`config.mk`:
```
export PLATFORM = sky130hd
export DESIGN_NAME = dual_die_sram_ctrl
export DESIGN_NICKNAME = d
export VERILOG_FILES = /design/src/rtl/dds_pkg.sv /design/src/rtl/dds_bank_decode.sv /design/src/rtl/dds_wait_timer.sv /design/src/rtl/dual_die_sram_ctrl.sv
export SDC_FILE = /design/constraint.sdc
export NUM_CORES = 1
export LEC_CHECK = 0
export BUFFER_PORTS_ARGS = -buffer_cell sky130_fd_sc_hd__buf_2
export CAP_MARGIN = 20
export CORE_MARGIN = 1
export CORE_UTILIZATION = 25
export CTS_BUF_LIST = sky130_fd_sc_hd__clkbuf_4 sky130_fd_sc_hd__clkbuf_8 sky130_fd_sc_hd__clkbuf_16
export CTS_CLUSTER_DIAMETER = 60
export DETAILED_ROUTE_END_ITERATION = 12
export PLACE_DENSITY = 0.45
export SLEW_MARGIN = 20
export SYNTH_ARGS = -nofsm -noshare
export SYNTH_HDL_FRONTEND = slang
export SYNTH_HIERARCHICAL = 1
export SYNTH_SLANG_ARGS = --single-unit
export TNS_END_PERCENT = 5
```
`constraint.sdc`:
```
create_clock -name clk -period 1.5 [get_ports clk]
set_input_delay 0.375 -clock clk [delete_from_list [all_inputs] [get_ports clk]]
set_output_delay 0.375 -clock clk [all_outputs]
set_load 0.02 [all_outputs]
```
`src/rtl/dds_pkg.sv`:
```
package dds_pkg;
  typedef enum logic [2:0] {
    ST_IDLE,
    ST_READ,
    ST_WRITE,
    ST_HOLD,
    ST_DONE
  } dds_state_e;

  // rounded-up integer division, used for cycle counts from nanoseconds
  function automatic int ceil_div(input int num, input int den);
    return (num + den - 1) / den;
  endfunction
endpackage

```
`src/rtl/dds_bank_decode.sv`:
```
module dds_bank_decode #(
  parameter int ADDR_W = 20,
  parameter int BANKS  = 2
) (
  input  logic [ADDR_W-1:0]                  host_addr,
  output logic [ADDR_W-$clog2(BANKS)-1:0]    die_addr,
  output logic [BANKS-1:0]                   die_sel
);
  localparam int BANK_BITS = $clog2(BANKS);
  localparam int DIE_AW    = ADDR_W - BANK_BITS;

  assign die_addr = host_addr[DIE_AW-1:0];

  for (genvar g = 0; g < BANKS; g++) begin : g_sel
    assign die_sel[g] = (host_addr[ADDR_W-1 -: BANK_BITS] == BANK_BITS'(g));
  end
endmodule

```
`src/rtl/dds_wait_timer.sv`:
```
module dds_wait_timer #(
  parameter int CYCLES = 4
) (
  input  logic clk,
  input  logic rst,
  input  logic load,
  output logic expired
);
  localparam int CW = (CYCLES < 2) ? 1 : $clog2(CYCLES);

  logic [CW-1:0] cnt;

  always_ff @(posedge clk) begin
    if (rst) begin
      cnt <= '0;
    end else if (load) begin
      cnt <= CW'(CYCLES - 1);
    end else if (cnt != '0) begin
      cnt <= cnt - CW'(1);
    end
  end

  assign expired = (cnt == '0);
endmodule

```
`src/rtl/dual_die_sram_ctrl.sv`:
```
module dual_die_sram_ctrl #(
  parameter int ADDR_W        = 20,
  parameter int DATA_W        = 8,
  parameter int CLK_PERIOD_NS = 8,
  parameter int ACCESS_NS     = 25
) (
  input  logic                clk,
  input  logic                rst,
  input  logic                req_valid,
  input  logic                req_write,
  input  logic [ADDR_W-1:0]   req_addr,
  input  logic [DATA_W-1:0]   req_wdata,
  output logic                ack,
  output logic [DATA_W-1:0]   rdata,
  output logic [ADDR_W-2:0]   mem_addr,
  output logic [1:0]          mem_ce_n,
  output logic [1:0]          mem_we_n,
  output logic                mem_oe_n,
  output logic [DATA_W-1:0]   mem_dq_o,
  output logic                mem_dq_oe,
  input  logic [DATA_W-1:0]   mem_dq_i
);
  import dds_pkg::*;

  localparam int BANKS    = 2;
  localparam int DIE_AW   = ADDR_W - 1;
  localparam int RAW_WAIT = ceil_div(ACCESS_NS, CLK_PERIOD_NS);
  localparam int WAIT_CYC = (RAW_WAIT < 1) ? 1 : RAW_WAIT;

  dds_state_e          state;
  logic [DIE_AW-1:0]   die_addr;
  logic [BANKS-1:0]    die_sel;
  logic                start;
  logic                expired;

  assign start = (state == ST_IDLE) && req_valid;

  dds_bank_decode #(.ADDR_W(ADDR_W), .BANKS(BANKS)) u_decode (
    .host_addr (req_addr),
    .die_addr  (die_addr),
    .die_sel   (die_sel)
  );

  dds_wait_timer #(.CYCLES(WAIT_CYC)) u_timer (
    .clk     (clk),
    .rst     (rst),
    .load    (start),
    .expired (expired)
  );

  always_ff @(posedge clk) begin
    if (rst) begin
      state     <= ST_IDLE;
      ack       <= 1'b0;
      rdata     <= '0;
      mem_addr  <= '0;
      mem_ce_n  <= '1;
      mem_we_n  <= '1;
      mem_oe_n  <= 1'b1;
      mem_dq_o  <= '0;
      mem_dq_oe <= 1'b0;
    end else begin
      ack <= 1'b0;
      unique case (state)
        ST_IDLE: begin
          if (req_valid) begin
            mem_addr <= die_addr;
            mem_ce_n <= ~die_sel;
            if (req_write) begin
              mem_we_n  <= ~die_sel;
              mem_dq_o  <= req_wdata;
              mem_dq_oe <= 1'b1;
              state     <= ST_WRITE;
            end else begin
              mem_oe_n <= 1'b0;
              state    <= ST_READ;
            end
          end
        end
        ST_READ: begin
          if (expired) begin
            rdata    <= mem_dq_i;
            mem_ce_n <= '1;
            mem_oe_n <= 1'b1;
            ack      <= 1'b1;
            state    <= ST_DONE;
          end
        end
        ST_WRITE: begin
          if (expired) begin
            mem_we_n <= '1;
            mem_ce_n <= '1;
            state    <= ST_HOLD;
          end
        end
        ST_HOLD: begin
          mem_dq_oe <= 1'b0;
          ack       <= 1'b1;
          state     <= ST_DONE;
        end
        ST_DONE: begin
          state <= ST_IDLE;
        end
        default: state <= ST_IDLE;
      endcase
    end
  end
endmodule

```
==> results.toml <==
[synthesis]
netlist_instances = 230
syn_area_sq_um = 2070
synth_edf_count = 0
yosys_warnings = 6
yosysMostFrequentCell = "dfxtp_1"
syn_area_per_cell_sq_um = 9.02
yosys-top-cells-area = "dfxtp_1 (45%), buf_4 (7.2%), nand2_1 (5.4%)"
synth_top_area_share_pct = 45.4
yosys-top-cells-count = "dfxtp_1 (47), nand2_1 (30), buf_4 (20)"
netlist.top_cell.by_area = "dfxtp_1"
synth_nets = 271
synthFlopType = "dfxtp_1"
ys_async_sr_fraction_pct = 0
yosys_register_bits = 47
synth_seq_area_share_pct = 45.4
ys_types = 36

[routing]
vias_per_cell = 4.27
drtIter0Drc = 32
drtAntennaViolNets = 0
wl_mm = 4.73
drcViolationCount = 0
detail_route.first_pass.iterations = 4
wire_per_inst_um = 11.8
vias = 1716

[pwr]
netSwitchingPower_mw = 1.02
comb_power_share_pct = 30.1
ir_drop_mv = 0.380
internal_power_mw = 2.16
power_density_nw_per_um2 = 1210
clock_power_share_pct = 24.6
p_leak_nw = 1.15
seqPwrFrac_pct = 45.3
total_power_mw = 3.18
sw_frac_of_total_pct = 32.1

[setup_path]
cp.arrival_ns = 1.59
cp-end-kind = "flip-flop"
startpoint_type = "flip-flop"
path_max_fanout = 9
crit_required_ns = 1.69
critPathKind = "flip-flop to flip-flop"

[timing]
final.period_utilization_pct = 92.9
whs_ns = 0.303
slew_headroom_pct = 75.2
min_period_ns = 1.39
worstMarginPinSlew_ns = 0.362
fin_skew_ns = 0.00953
finalHoldViolCount = 0
grt_setup_unrepaired = "yes"
fmax_mhz = 717
finalSetupTns_ns = 0
final_max_slew_viol_count = 0
setup_viol = 0

[floorplan]
dieArea_sq_um = 8670
pin_count = 82
die_width_um = 93.1
initial_utilization_pct = 26.3
coreArea_sq_um = 7890
die_h_um = 93.1
rows = 32

[global_routing]
grt_pass1_vias = 1654
antenna_found_initial = 0
overflow = 0
grt_pass1_wl_mm = 7.49
grt_max_degree = 21
grtUsageTotal_pct = 11.0

[final_layout]
utilization_pct = 33.4
finalNetCount = 341
layout-drive-gt1-share_pct = 43.3
num_antenna_cells = 0
fill_cells = 834
syn_to_final_growth_pct = 27.0

[status]
outcome = "completed"

[clock_network]
cts_tree = "built"
postCtsSetupBuffers = 0
clock-sinks = 47
cts_max_level = 2
numCtsBuffers = 5
clk_pin_slew_ns = 0.09
clk_path_buf_depth = 2
clkLatencyLatePin_ns = 0.30
cts_root_buf = "clkbuf_8"

[hold_path]
hold_class = "input port to flip-flop"

[placement]
hpwl_mm = 3.34
portBuffers = 81
gp_congestion = 0.679

[run]
maxCapViolations = 0
[path summary, 6_finish.rpt]
check                                               from                   endpoint  slack, ns  cells past startpoint
worst min-delay path                        req_addr[10]  mem_addr[10]$_SDFFE_PP0P_       0.30                      3
worst max-delay path               state[0]$_SDFFE_PP0P_      rdata[7]$_SDFFE_PP0P_       0.11                      5
worst max register to register     state[0]$_SDFFE_PP0P_      rdata[7]$_SDFFE_PP0P_       0.11                      5
worst min register to register  mem_addr[7]$_SDFFE_PP0P_   mem_addr[7]$_SDFFE_PP0P_       0.46                      2
[metrics by stage]
step	instances	worst slack, ns	instance area [sq um]
3_5_place_dp	394	-0.0159	2520
4_1_cts	401	0.0437	2610
3_3_place_gp	394	0.0287	2520
5_1_grt	402	0.000546	2630
2_1_floorplan	230	0.0598	2080
6_report	402	0.106	2630
[power groups by stage]
stage	Sequential, mW	Clock (mW)	Combinational (mW)
floorplan	1.60	0	0.530
finish	1.44	0.783	0.958
global route	1.46	0.872	1.06
CTS	1.45	0.821	0.941
detailed placement	1.47	0	0.937
global placement	1.47	0	0.931
[registers in the layout (all words and copies together), names as in the netlist]
signal	flops
ack	1
mem_addr	19
mem_ce_n	2
mem_dq_o	8
mem_dq_oe	1
mem_oe_n	1
mem_we_n	2
rdata	8
state	3
u_timer/cnt	2
[cell usage in the layout (no fill, tap or decap), types with 3 or more instances in the layout]
cell type and n:
inv_1 3, clkbuf_8 6, nor2_1 13, buf_4 16, o21ai_0 9, nand4b_1 8
a21oi_1 13, nor3_1 7, nand2_1 30, buf_2 81, nand2b_1 8, a21oi_2 9
nand2_2 9, nor2b_1 3, dfxtp_1 47, mux2i_1 11
[routing by layer]
layer  global-route usage (%)  up-vias  share of wire (%)
met5                        0        -                  0
met4                     2.69        0               0.89
li1                         -      892                  -
met1                     12.9      761                 46
met3                     4.80        7                8.1
met2                     18.3       56                 45
[critical path, cell delays in order, from the launching register on]
cell and delay [ns]:
dfxtp_1 0.36, buf_6 0.14, nor4bb_4 0.35, buf_4 0.22, mux2i_1 0.18, nor2_1 0.05
[area by class of cell]
class	count	area, sq um	share of cell area [%]
Clock buffer	6	82.6	3.14
Clock inverter	1	5.00	0.190
Tap cell	102	128	4.85
Timing Repair Buffer	100	568	21.6
Multi-Input combinational cell	142	892	33.9
Inverter	4	17.5	0.665
Sequential cell	47	941	35.7
[cell families (layout without fill, tap and decap cells)]
logic type | Yosys count | in the layout | synth area share, %
simple gates | 88 | 88 | 22.9
flops | 47 | 47 | 45.4
compound gates | 41 | 41 | 13.0
buf+inv | 41 | 111 | 12.5
mux | 11 | 11 | 5.31
fa+ha+maj | 1 | 1 | 0.603
xor+xnor | 1 | 1 | 0.422
[what timing repair did]
action	in CTS	in global routing
gates resized for setup	0	8
setup endpoints to repair	0	6
endpoints found under the hold margin	0	0
hold buffers	0	0
No activity file was read; power rests on OpenSTA's default activity.
